### config.mk
export PLATFORM = sky130hd
export DESIGN_NAME = mute_softstart_seq
export DESIGN_NICKNAME = d
export VERILOG_FILES = /design/src/rtl/mss_pkg.sv /design/src/rtl/mss_ctrl.sv /design/src/rtl/mss_gain.sv /design/src/rtl/mss_scale.sv /design/src/rtl/mute_softstart_seq.sv
export SDC_FILE = /design/constraint.sdc
export NUM_CORES = 1
export LEC_CHECK = 0
export BUFFER_PORTS_ARGS = -buffer_cell sky130_fd_sc_hd__clkbuf_2
export CORE_ASPECT_RATIO = 0.9
export CORE_MARGIN = 2
export CORE_UTILIZATION = 35
export DETAILED_ROUTE_END_ITERATION = 16
export SLEW_MARGIN = 20
export SYNTH_ARGS = -nofsm -noshare
export SYNTH_HDL_FRONTEND = slang
export SYNTH_HIERARCHICAL = 1
export SYNTH_SLANG_ARGS = --single-unit
### constraint.sdc
create_clock -name clk -period 7.1 [get_ports clk]
set_clock_uncertainty 0.1 [all_clocks]
set_input_delay 1.42 -clock clk [delete_from_list [all_inputs] [get_ports clk]]
set_output_delay 1.42 -clock clk [all_outputs]
set_load 0.01 [all_outputs]
### src/rtl/mss_pkg.sv
package mss_pkg;

    typedef enum logic [2:0] {
        ST_OFF       = 3'd0,
        ST_BIAS_RAMP = 3'd1,
        ST_BIAS_HOLD = 3'd2,
        ST_FADE_IN   = 3'd3,
        ST_PLAY      = 3'd4,
        ST_MUTED     = 3'd5
    } seq_state_e;

endpackage

### src/rtl/mss_ctrl.sv
module mss_ctrl
    import mss_pkg::*;
#(
    parameter int BIAS_W     = 12,
    parameter int BIAS_STEP  = 16,
    parameter int BIAS_QUIET = 1966
) (
    input  logic              clk,
    input  logic              rst_n,
    input  logic              pwr_ok,
    input  logic              clk_ok,
    input  logic              clk_lost,
    input  logic              smp_stb,
    input  logic              gain_full,
    output seq_state_e        state_o,
    output logic [BIAS_W-1:0] bias_o,
    output logic              gain_adv,
    output logic              gain_clr
);

    localparam int SUM_W = BIAS_W + 1;

    typedef struct packed {
        seq_state_e        st;
        logic [BIAS_W-1:0] bias;
    } ctrl_t;

    ctrl_t             cur_q, cur_d;
    logic              clk_bad;
    logic [SUM_W-1:0]  bias_sum;

    always_comb begin
        clk_bad  = clk_lost || !clk_ok;
        bias_sum = {1'b0, cur_q.bias} + SUM_W'(BIAS_STEP);
        gain_adv = pwr_ok && !clk_bad && smp_stb && (cur_q.st == ST_FADE_IN);
        gain_clr = !pwr_ok || clk_bad ||
                   !((cur_q.st == ST_FADE_IN) || (cur_q.st == ST_PLAY));
        cur_d    = cur_q;
        if (!pwr_ok) begin
            cur_d.st   = ST_OFF;
            cur_d.bias = '0;
        end else begin
            unique case (cur_q.st)
                ST_OFF: begin
                    if (!clk_bad) cur_d.st = ST_BIAS_RAMP;
                end
                ST_BIAS_RAMP: begin
                    if (clk_bad) begin
                        cur_d.st = ST_BIAS_HOLD;
                    end else if (smp_stb) begin
                        if (bias_sum >= SUM_W'(BIAS_QUIET)) begin
                            cur_d.bias = BIAS_W'(BIAS_QUIET);
                            cur_d.st   = ST_FADE_IN;
                        end else begin
                            cur_d.bias = bias_sum[BIAS_W-1:0];
                        end
                    end
                end
                ST_BIAS_HOLD: begin
                    if (!clk_bad) cur_d.st = ST_BIAS_RAMP;
                end
                ST_FADE_IN: begin
                    if (clk_bad)        cur_d.st = ST_MUTED;
                    else if (gain_full) cur_d.st = ST_PLAY;
                end
                ST_PLAY: begin
                    if (clk_bad) cur_d.st = ST_MUTED;
                end
                ST_MUTED: begin
                    if (!clk_bad) cur_d.st = ST_FADE_IN;
                end
                default: cur_d.st = ST_OFF;
            endcase
        end
    end

    always_ff @(posedge clk or negedge rst_n) begin
        if (!rst_n) begin
            cur_q.st   <= ST_OFF;
            cur_q.bias <= '0;
        end else begin
            cur_q <= cur_d;
        end
    end

    assign state_o = cur_q.st;
    assign bias_o  = cur_q.bias;

    // power loss clears the bias and the state
    p_unpowered_zero_r1: assert property (@(posedge clk) disable iff (!rst_n)
        !pwr_ok |=> (cur_q.bias == '0 && cur_q.st == ST_OFF));

    // the bias never passes the quiet level
    p_bias_cap_r3: assert property (@(posedge clk) disable iff (!rst_n)
        cur_q.bias <= BIAS_W'(BIAS_QUIET));

    // the fade-in only runs on a settled bias
    p_fade_on_quiet_r3: assert property (@(posedge clk) disable iff (!rst_n)
        (cur_q.st == ST_FADE_IN || cur_q.st == ST_PLAY || cur_q.st == ST_MUTED)
        |-> cur_q.bias == BIAS_W'(BIAS_QUIET));

    // a fault during the bias ramp freezes it
    p_ramp_to_hold_r4: assert property (@(posedge clk) disable iff (!rst_n)
        (cur_q.st == ST_BIAS_RAMP && pwr_ok && (clk_lost || !clk_ok))
        |=> (cur_q.st == ST_BIAS_HOLD && $stable(cur_q.bias)));

    // the held bias does not move
    p_hold_freeze_r4: assert property (@(posedge clk) disable iff (!rst_n)
        (cur_q.st == ST_BIAS_HOLD && pwr_ok) |=> $stable(cur_q.bias));

endmodule

### src/rtl/mss_gain.sv
module mss_gain #(
    parameter int FRAC_W       = 10,
    parameter int RAMP_SAMPLES = 960
) (
    input  logic            clk,
    input  logic            rst_n,
    input  logic            adv,
    input  logic            clr,
    output logic [FRAC_W:0] gain_o,
    output logic            full_o
);

    // One strobe adds UNITY/RAMP_SAMPLES of gain; requires UNITY < 2*RAMP_SAMPLES.
    localparam int UNITY  = 1 << FRAC_W;
    localparam int GAIN_W = FRAC_W + 1;
    localparam int REM_W  = $clog2(2 * RAMP_SAMPLES + UNITY + 1);

    typedef struct packed {
        logic [GAIN_W-1:0] g;
        logic [REM_W-1:0]  rem;
    } gain_t;

    gain_t             cur_q, cur_d;
    logic [REM_W-1:0]  acc;
    logic [REM_W-1:0]  rem_nx;
    logic [1:0]        inc;
    logic [GAIN_W-1:0] g_nx;

    always_comb begin
        acc = cur_q.rem + REM_W'(UNITY);
        if (acc >= REM_W'(2 * RAMP_SAMPLES)) begin
            inc    = 2'd2;
            rem_nx = acc - REM_W'(2 * RAMP_SAMPLES);
        end else if (acc >= REM_W'(RAMP_SAMPLES)) begin
            inc    = 2'd1;
            rem_nx = acc - REM_W'(RAMP_SAMPLES);
        end else begin
            inc    = 2'd0;
            rem_nx = acc;
        end
        g_nx   = cur_q.g + GAIN_W'(inc);
        full_o = adv && (g_nx == GAIN_W'(UNITY));
        cur_d  = cur_q;
        if (clr) begin
            cur_d.g   = '0;
            cur_d.rem = '0;
        end else if (adv) begin
            cur_d.g   = g_nx;
            cur_d.rem = rem_nx;
        end
    end

    always_ff @(posedge clk or negedge rst_n) begin
        if (!rst_n) begin
            cur_q.g   <= '0;
            cur_q.rem <= '0;
        end else begin
            cur_q <= cur_d;
        end
    end

    assign gain_o = cur_q.g;

    // gain bounded by unity, remainder by the ramp length
    p_gain_cap_r5: assert property (@(posedge clk) disable iff (!rst_n)
        cur_q.g <= GAIN_W'(UNITY) && cur_q.rem < REM_W'(RAMP_SAMPLES));

    // the gain never falls during a step
    p_gain_rise_r5: assert property (@(posedge clk) disable iff (!rst_n)
        (adv && !clr) |=> cur_q.g >= $past(cur_q.g));

    // a clear restarts the ramp from silence
    p_clear_zero_r9: assert property (@(posedge clk) disable iff (!rst_n)
        clr |=> (cur_q.g == '0 && cur_q.rem == '0));

endmodule

### src/rtl/mss_scale.sv
module mss_scale #(
    parameter int DATA_W = 24,
    parameter int FRAC_W = 10
) (
    input  logic [DATA_W-1:0] smp_i,
    input  logic [FRAC_W:0]   gain_i,
    output logic [DATA_W-1:0] smp_o
);

    localparam int PROD_W = DATA_W + FRAC_W + 2;
    localparam int SHR_W  = PROD_W - FRAC_W;
    localparam logic signed [PROD_W-1:0] HALF  = PROD_W'(1) << (FRAC_W - 1);
    localparam logic signed [SHR_W-1:0]  MAX_V = {3'b000, {(DATA_W-1){1'b1}}};
    localparam logic signed [SHR_W-1:0]  MIN_V = ~MAX_V;

    logic signed [PROD_W-1:0] prod;
    logic signed [PROD_W-1:0] rounded;
    logic signed [SHR_W-1:0]  shr;
    logic signed [SHR_W-1:0]  sat;

    always_comb begin
        prod    = $signed({{(FRAC_W+2){smp_i[DATA_W-1]}}, smp_i}) *
                  $signed({{(DATA_W+1){1'b0}}, gain_i});
        rounded = prod + HALF;
        shr     = $signed(SHR_W'(rounded >>> FRAC_W));
        if (shr > MAX_V)      sat = MAX_V;
        else if (shr < MIN_V) sat = MIN_V;
        else                  sat = shr;
        smp_o   = sat[DATA_W-1:0];
    end

endmodule

### src/rtl/mute_softstart_seq.sv
module mute_softstart_seq
    import mss_pkg::*;
#(
    parameter int DATA_W       = 24,
    parameter int FRAC_W       = 10,
    parameter int RAMP_SAMPLES = 960,
    parameter int BIAS_W       = 12,
    parameter int BIAS_STEP    = 16,
    parameter int BIAS_QUIET   = 1966
) (
    input  logic              clk,
    input  logic              rst_n,
    input  logic              pwr_ok,
    input  logic              clk_ok,
    input  logic              clk_lost,
    input  logic              smp_stb,
    input  logic [DATA_W-1:0] in_left,
    input  logic [DATA_W-1:0] in_right,
    output logic [DATA_W-1:0] out_left,
    output logic [DATA_W-1:0] out_right,
    output logic [BIAS_W-1:0] bias_code,
    output logic [2:0]        seq_state
);

    localparam int CH = 2;

    typedef struct packed {
        logic [CH-1:0][DATA_W-1:0] smp;
    } out_t;

    seq_state_e         seq_st;
    logic               gain_adv, gain_clr, gain_full;
    logic [FRAC_W:0]    gain;
    logic [DATA_W-1:0]  ch_in     [CH];
    logic [DATA_W-1:0]  ch_scaled [CH];
    out_t               out_q, out_d;

    assign ch_in[0] = in_left;
    assign ch_in[1] = in_right;

    mss_ctrl #(
        .BIAS_W    (BIAS_W),
        .BIAS_STEP (BIAS_STEP),
        .BIAS_QUIET(BIAS_QUIET)
    ) ctrl_i (
        .clk      (clk),
        .rst_n    (rst_n),
        .pwr_ok   (pwr_ok),
        .clk_ok   (clk_ok),
        .clk_lost (clk_lost),
        .smp_stb  (smp_stb),
        .gain_full(gain_full),
        .state_o  (seq_st),
        .bias_o   (bias_code),
        .gain_adv (gain_adv),
        .gain_clr (gain_clr)
    );

    mss_gain #(
        .FRAC_W      (FRAC_W),
        .RAMP_SAMPLES(RAMP_SAMPLES)
    ) gain_i (
        .clk   (clk),
        .rst_n (rst_n),
        .adv   (gain_adv),
        .clr   (gain_clr),
        .gain_o(gain),
        .full_o(gain_full)
    );

    for (genvar c = 0; c < CH; c++) begin : g_chan
        mss_scale #(
            .DATA_W(DATA_W),
            .FRAC_W(FRAC_W)
        ) scale_i (
            .smp_i (ch_in[c]),
            .gain_i(gain),
            .smp_o (ch_scaled[c])
        );
    end

    always_comb begin
        out_d = out_q;
        for (int c = 0; c < CH; c++) begin
            if (gain_clr)     out_d.smp[c] = '0;
            else if (smp_stb) out_d.smp[c] = ch_scaled[c];
        end
    end

    always_ff @(posedge clk or negedge rst_n) begin
        if (!rst_n) out_q <= '0;
        else        out_q <= out_d;
    end

    assign out_left  = out_q.smp[0];
    assign out_right = out_q.smp[1];
    assign seq_state = seq_st;

    // silent data whenever audio is not enabled
    p_quiet_out_r8: assert property (@(posedge clk) disable iff (!rst_n)
        !(seq_st == ST_FADE_IN || seq_st == ST_PLAY) |-> out_q == '0);

    // a fault while audible mutes at once and keeps the bias
    p_fault_mute_r8: assert property (@(posedge clk) disable iff (!rst_n)
        (pwr_ok && (clk_lost || !clk_ok) && (seq_st == ST_FADE_IN || seq_st == ST_PLAY))
        |=> (seq_st == ST_MUTED && out_q == '0 && bias_code == BIAS_W'(BIAS_QUIET)));

    // playback passes the sample unchanged
    p_play_unity_r7: assert property (@(posedge clk) disable iff (!rst_n)
        (seq_st == ST_PLAY && smp_stb && pwr_ok && clk_ok && !clk_lost)
        |=> (out_left == $past(in_left) && out_right == $past(in_right)));

    // outputs hold between strobes
    p_hold_between_r6: assert property (@(posedge clk) disable iff (!rst_n)
        (seq_st == ST_PLAY && !smp_stb && pwr_ok && clk_ok && !clk_lost)
        |=> $stable(out_q));

    // recovery from mute restarts the fade-in
    p_recover_r9: assert property (@(posedge clk) disable iff (!rst_n)
        (seq_st == ST_MUTED && pwr_ok && clk_ok && !clk_lost) |=> seq_st == ST_FADE_IN);

endmodule

==> flow_summary.yaml <==
cells_and_area:
  sequential_cell_area_mm2: 0.00194
  post_layout_nonfiller_instances: 3857
  multiInputGateArea_mm2: 0.0194
  area_growth_syn_to_layout_pct: 13.6
  fin_nets: 3638
  drive_gt1_share_pct: 16.3
  final_core_util_pct: 40.2
  num-fill-cells: 6976
die:
  fp.dieH_um: 254
  std_cell_rows: 91
  core-area_mm2: 0.0685
  starting_density_of_the_core_pct: 35.4
  fp.dieArea_mm2: 0.0714
  die_w_um: 281
  pin_count: 117
hold_path:
  min_delay_path_depth: 2
  hold_path_end: "out_right[18]"
  hold_path.class: "register to register"
  timing.hold.worst.start: "out_right[18]"
synthesis:
  syn-cell-area_mm2: 0.0242
  synth.lib_cells_used.distinct: 102
  ys_warn_count: 6
  number_of_synthesized_flops_with_an_enable_pin: 0
  most_numerous_cell_in_the_yosys_netlist: "inv_1"
  syn-instance-count: 2707
  post_synthesis_sequential_area_ratio_pct: 7.95
  mappedNetlistNets: 3425
  post_synth_most_frequent_cells: "559 x inv_1, 464 x fa_1, 323 x nand2_1"
  ys_ff_latch: 77
  synth_top_cells_by_area: "fa_1 38%, ha_1 10%, inv_1 8.7%"
  synth_top_area_share_pct: 38.3
  synth_area_per_cell_um2: 8.95
  async_flop_share_pct: 100
  main_flop_type_after_synthesis: "dfrtp_1"
  synthDominantAreaCellType: "fa_1"
routing:
  drt-wirelength-per-cell_um: 16.0
  first_drt_pass_iteration_count: 5
  detail_route.iter0.violations: 902
  wl_mm: 61.6
  detail_route.drc_violations: 0
  ant_nets: 0
  num_vias: 18200
  viasPerCell: 4.72
timing:
  worst_pin_slew_ns: 0.994
  final_min_period_over_clock_period_pct: 97.1
  finalHoldViolations: 0
  fin_setup_tns_ns: 0
  period_minus_slack_ns: 6.89
  max-slew-margin-rel_pct: 33.7
  finalSetupViolations: 0
  max_freq_mhz: 145
  timing.final.max_slew_violations: 0
clock_tree:
  root_buffer: "clkbuf_16"
  worst_setup_hold_path_clk_slew_ns: 0.07
  htree_levels: 3
  cts_tree: "built"
  tritoncts.num_buffers: 9
  clock_insertion_delay_worst_skew_ns: 0.37
  numClockSinks: 77
  post_cts_hold_buffer_count: 0
  clk_path_buf_depth: 2
global_routing:
  overflow: 0
  grt_pass1_wl_mm: 105
  track_usage_pct: 18.3
  initial_antenna_violation_count: 5
  largest_net_degree_at_the_start_of_global_routing: 54
  via_count_of_the_first_global_routing_pass: 19500
power:
  switching_share_pct: 30.7
  peakVddDrop_uv: 105
  combPwrFrac_pct: 12.7
  leak_pwr_nw: 14.4
  sequentialPowerShare_pct: 40.1
  power.clock.fraction_pct: 47.1
  p_int_mw: 0.773
  power.density_mw_per_mm2: 40.5
  p_sw_mw: 0.343
critical_path:
  critical_path_arrival_ns: 7.02
  required_ns: 7.22
  timing.rr.end: "out_left[9]"
  timing.rr.start: "gain_i/gain_o[8]"
  reg2reg_slack_ns: 0.55
  worstPathMaxFanout: 7
  end_kind: "register"
  timing.setup.critical_path_class: "primary input to register"
  timing.reg2reg.worst_path_depth: 21
  cp-start-kind: "primary input"
placed_design:
  place.port_buffers: 115
  place.gp.congestion: 0.874
  placedCellCount: 3836
  hpwl_mm: 51.7
run:
  drv_cap: 0
run_status:
  status: "finished, final reports clean"
-- kinds of logic after synthesis --
group | Yosys count | share of synthesized area (%)
other | 1 | 0.0155
XOR/XNOR | 68 | 2.51
buffers and inverters | 716 | 12.2
AND/OR/NAND/NOR | 828 | 17.1
multiplexers | 57 | 2.39
AO/OA/AOI/OAI | 296 | 9.23
flip-flops | 77 | 7.95
adder cells (fa/ha/maj) | 664 | 48.6
-- layout by cell type, fill, tap and decap left out, types with 28 or more instances in the layout --
cell	n
mux2i_1	53
buf_4	232
nand2_1	323
and2_1	272
dfrtp_1	70
a21oi_1	70
inv_1	557
nor2_1	100
a21o_1	28
xnor2_1	42
ha_1	200
clkbuf_2	113
o21ai_0	34
fa_1	464
-- stage by stage --
| step | hold slack (ns) | setup slack, ns | total power [mW] | cell area (um2) |
|---|---|---|---|---|
| after detailed placement | 0.413 | -0.171 | 0.598 | 27100 |
| final | 0.425 | 0.205 | 1.12 | 27500 |
| after CTS | 0.429 | 0.208 | 1.14 | 27400 |
| after global routing | 0.452 | -0.0252 | 1.16 | 27500 |
| after global placement | 0.404 | -0.135 | 0.599 | 27100 |
| after floorplan | 0.444 | 0.0798 | 0.520 | 24200 |
-- worst max path at each step --
stage                         to  slack, ns    startpoint  cells past startpoint
floorplan           out_right[5]       0.08  in_right[23]                     25
global placement    out_left[16]      -0.14    in_left[8]                     21
detailed placement   out_left[9]      -0.17    in_left[8]                     21
CTS                 out_left[16]       0.21    in_left[7]                     25
global route         out_left[2]      -0.03    in_left[6]                     23
finish               out_left[9]       0.21    in_left[6]                     23
-- final cells by class --
| type | instances | area share (%) |
|---|---|---|
| clock buffers | 9 | 0.818 |
| well taps | 930 | 4.23 |
| inverters | 559 | 7.62 |
| clock inverters | 7 | 0.336 |
| multi-input cells | 1914 | 70.6 |
| repair buffers | 359 | 9.37 |
| diodes | 2 | 0.0182 |
| flip-flops and latches | 77 | 7.03 |
-- worst max-delay path: stages --
cell       delay [ns]
clkbuf_2         0.14
buf_4            0.17
and2_1           0.17
fa_1             0.53
inv_1            0.06
fa_1             0.52
fa_1             0.52
inv_1            0.05
fa_1             0.48
fa_1             0.50
ha_1             0.24
buf_4            0.15
nor3_1           0.25
nor2_2           0.08
and4b_2          0.24
a211oi_4         0.32
o2111ai_1        0.20
o211ai_2         0.16
a32oi_4          0.24
buf_12           0.19
o21a_1           0.18
mux2i_1          0.13
nor2_1           0.06
-- repair_timing --
item	CTS	global route
resized for setup	0	14
endpoints found under the hold margin	0	0
buffers inserted	0	3
setup endpoints to repair	0	42
-- metal layers --
layer	share of wire, %	GRT usage [%]	vias up
met5	0.021	0	-
met4	0.92	2.33	2
met3	5.3	2.78	40
met2	46	28.9	380
met1	48	27.2	9074
li1	-	-	8696
-- power groups by stage --
| stage | clock network [mW] | registers, mW | logic (mW) |
|---|---|---|---|
| floorplan | 0 | 0.456 | 0.0639 |
| global placement | 0 | 0.456 | 0.143 |
| detailed placement | 0 | 0.456 | 0.142 |
| CTS | 0.547 | 0.447 | 0.143 |
| global route | 0.561 | 0.448 | 0.154 |
| finish | 0.526 | 0.447 | 0.142 |
-- registers in the layout, summed over array words and instances (netlist names) --
signal          cells
out_left           24
ctrl_i/bias_o       9
gain_i/cur_q        6
gain_i/gain_o      11
ctrl_i/state_o      3
out_right          24
(Power assumes the default switching activity.)
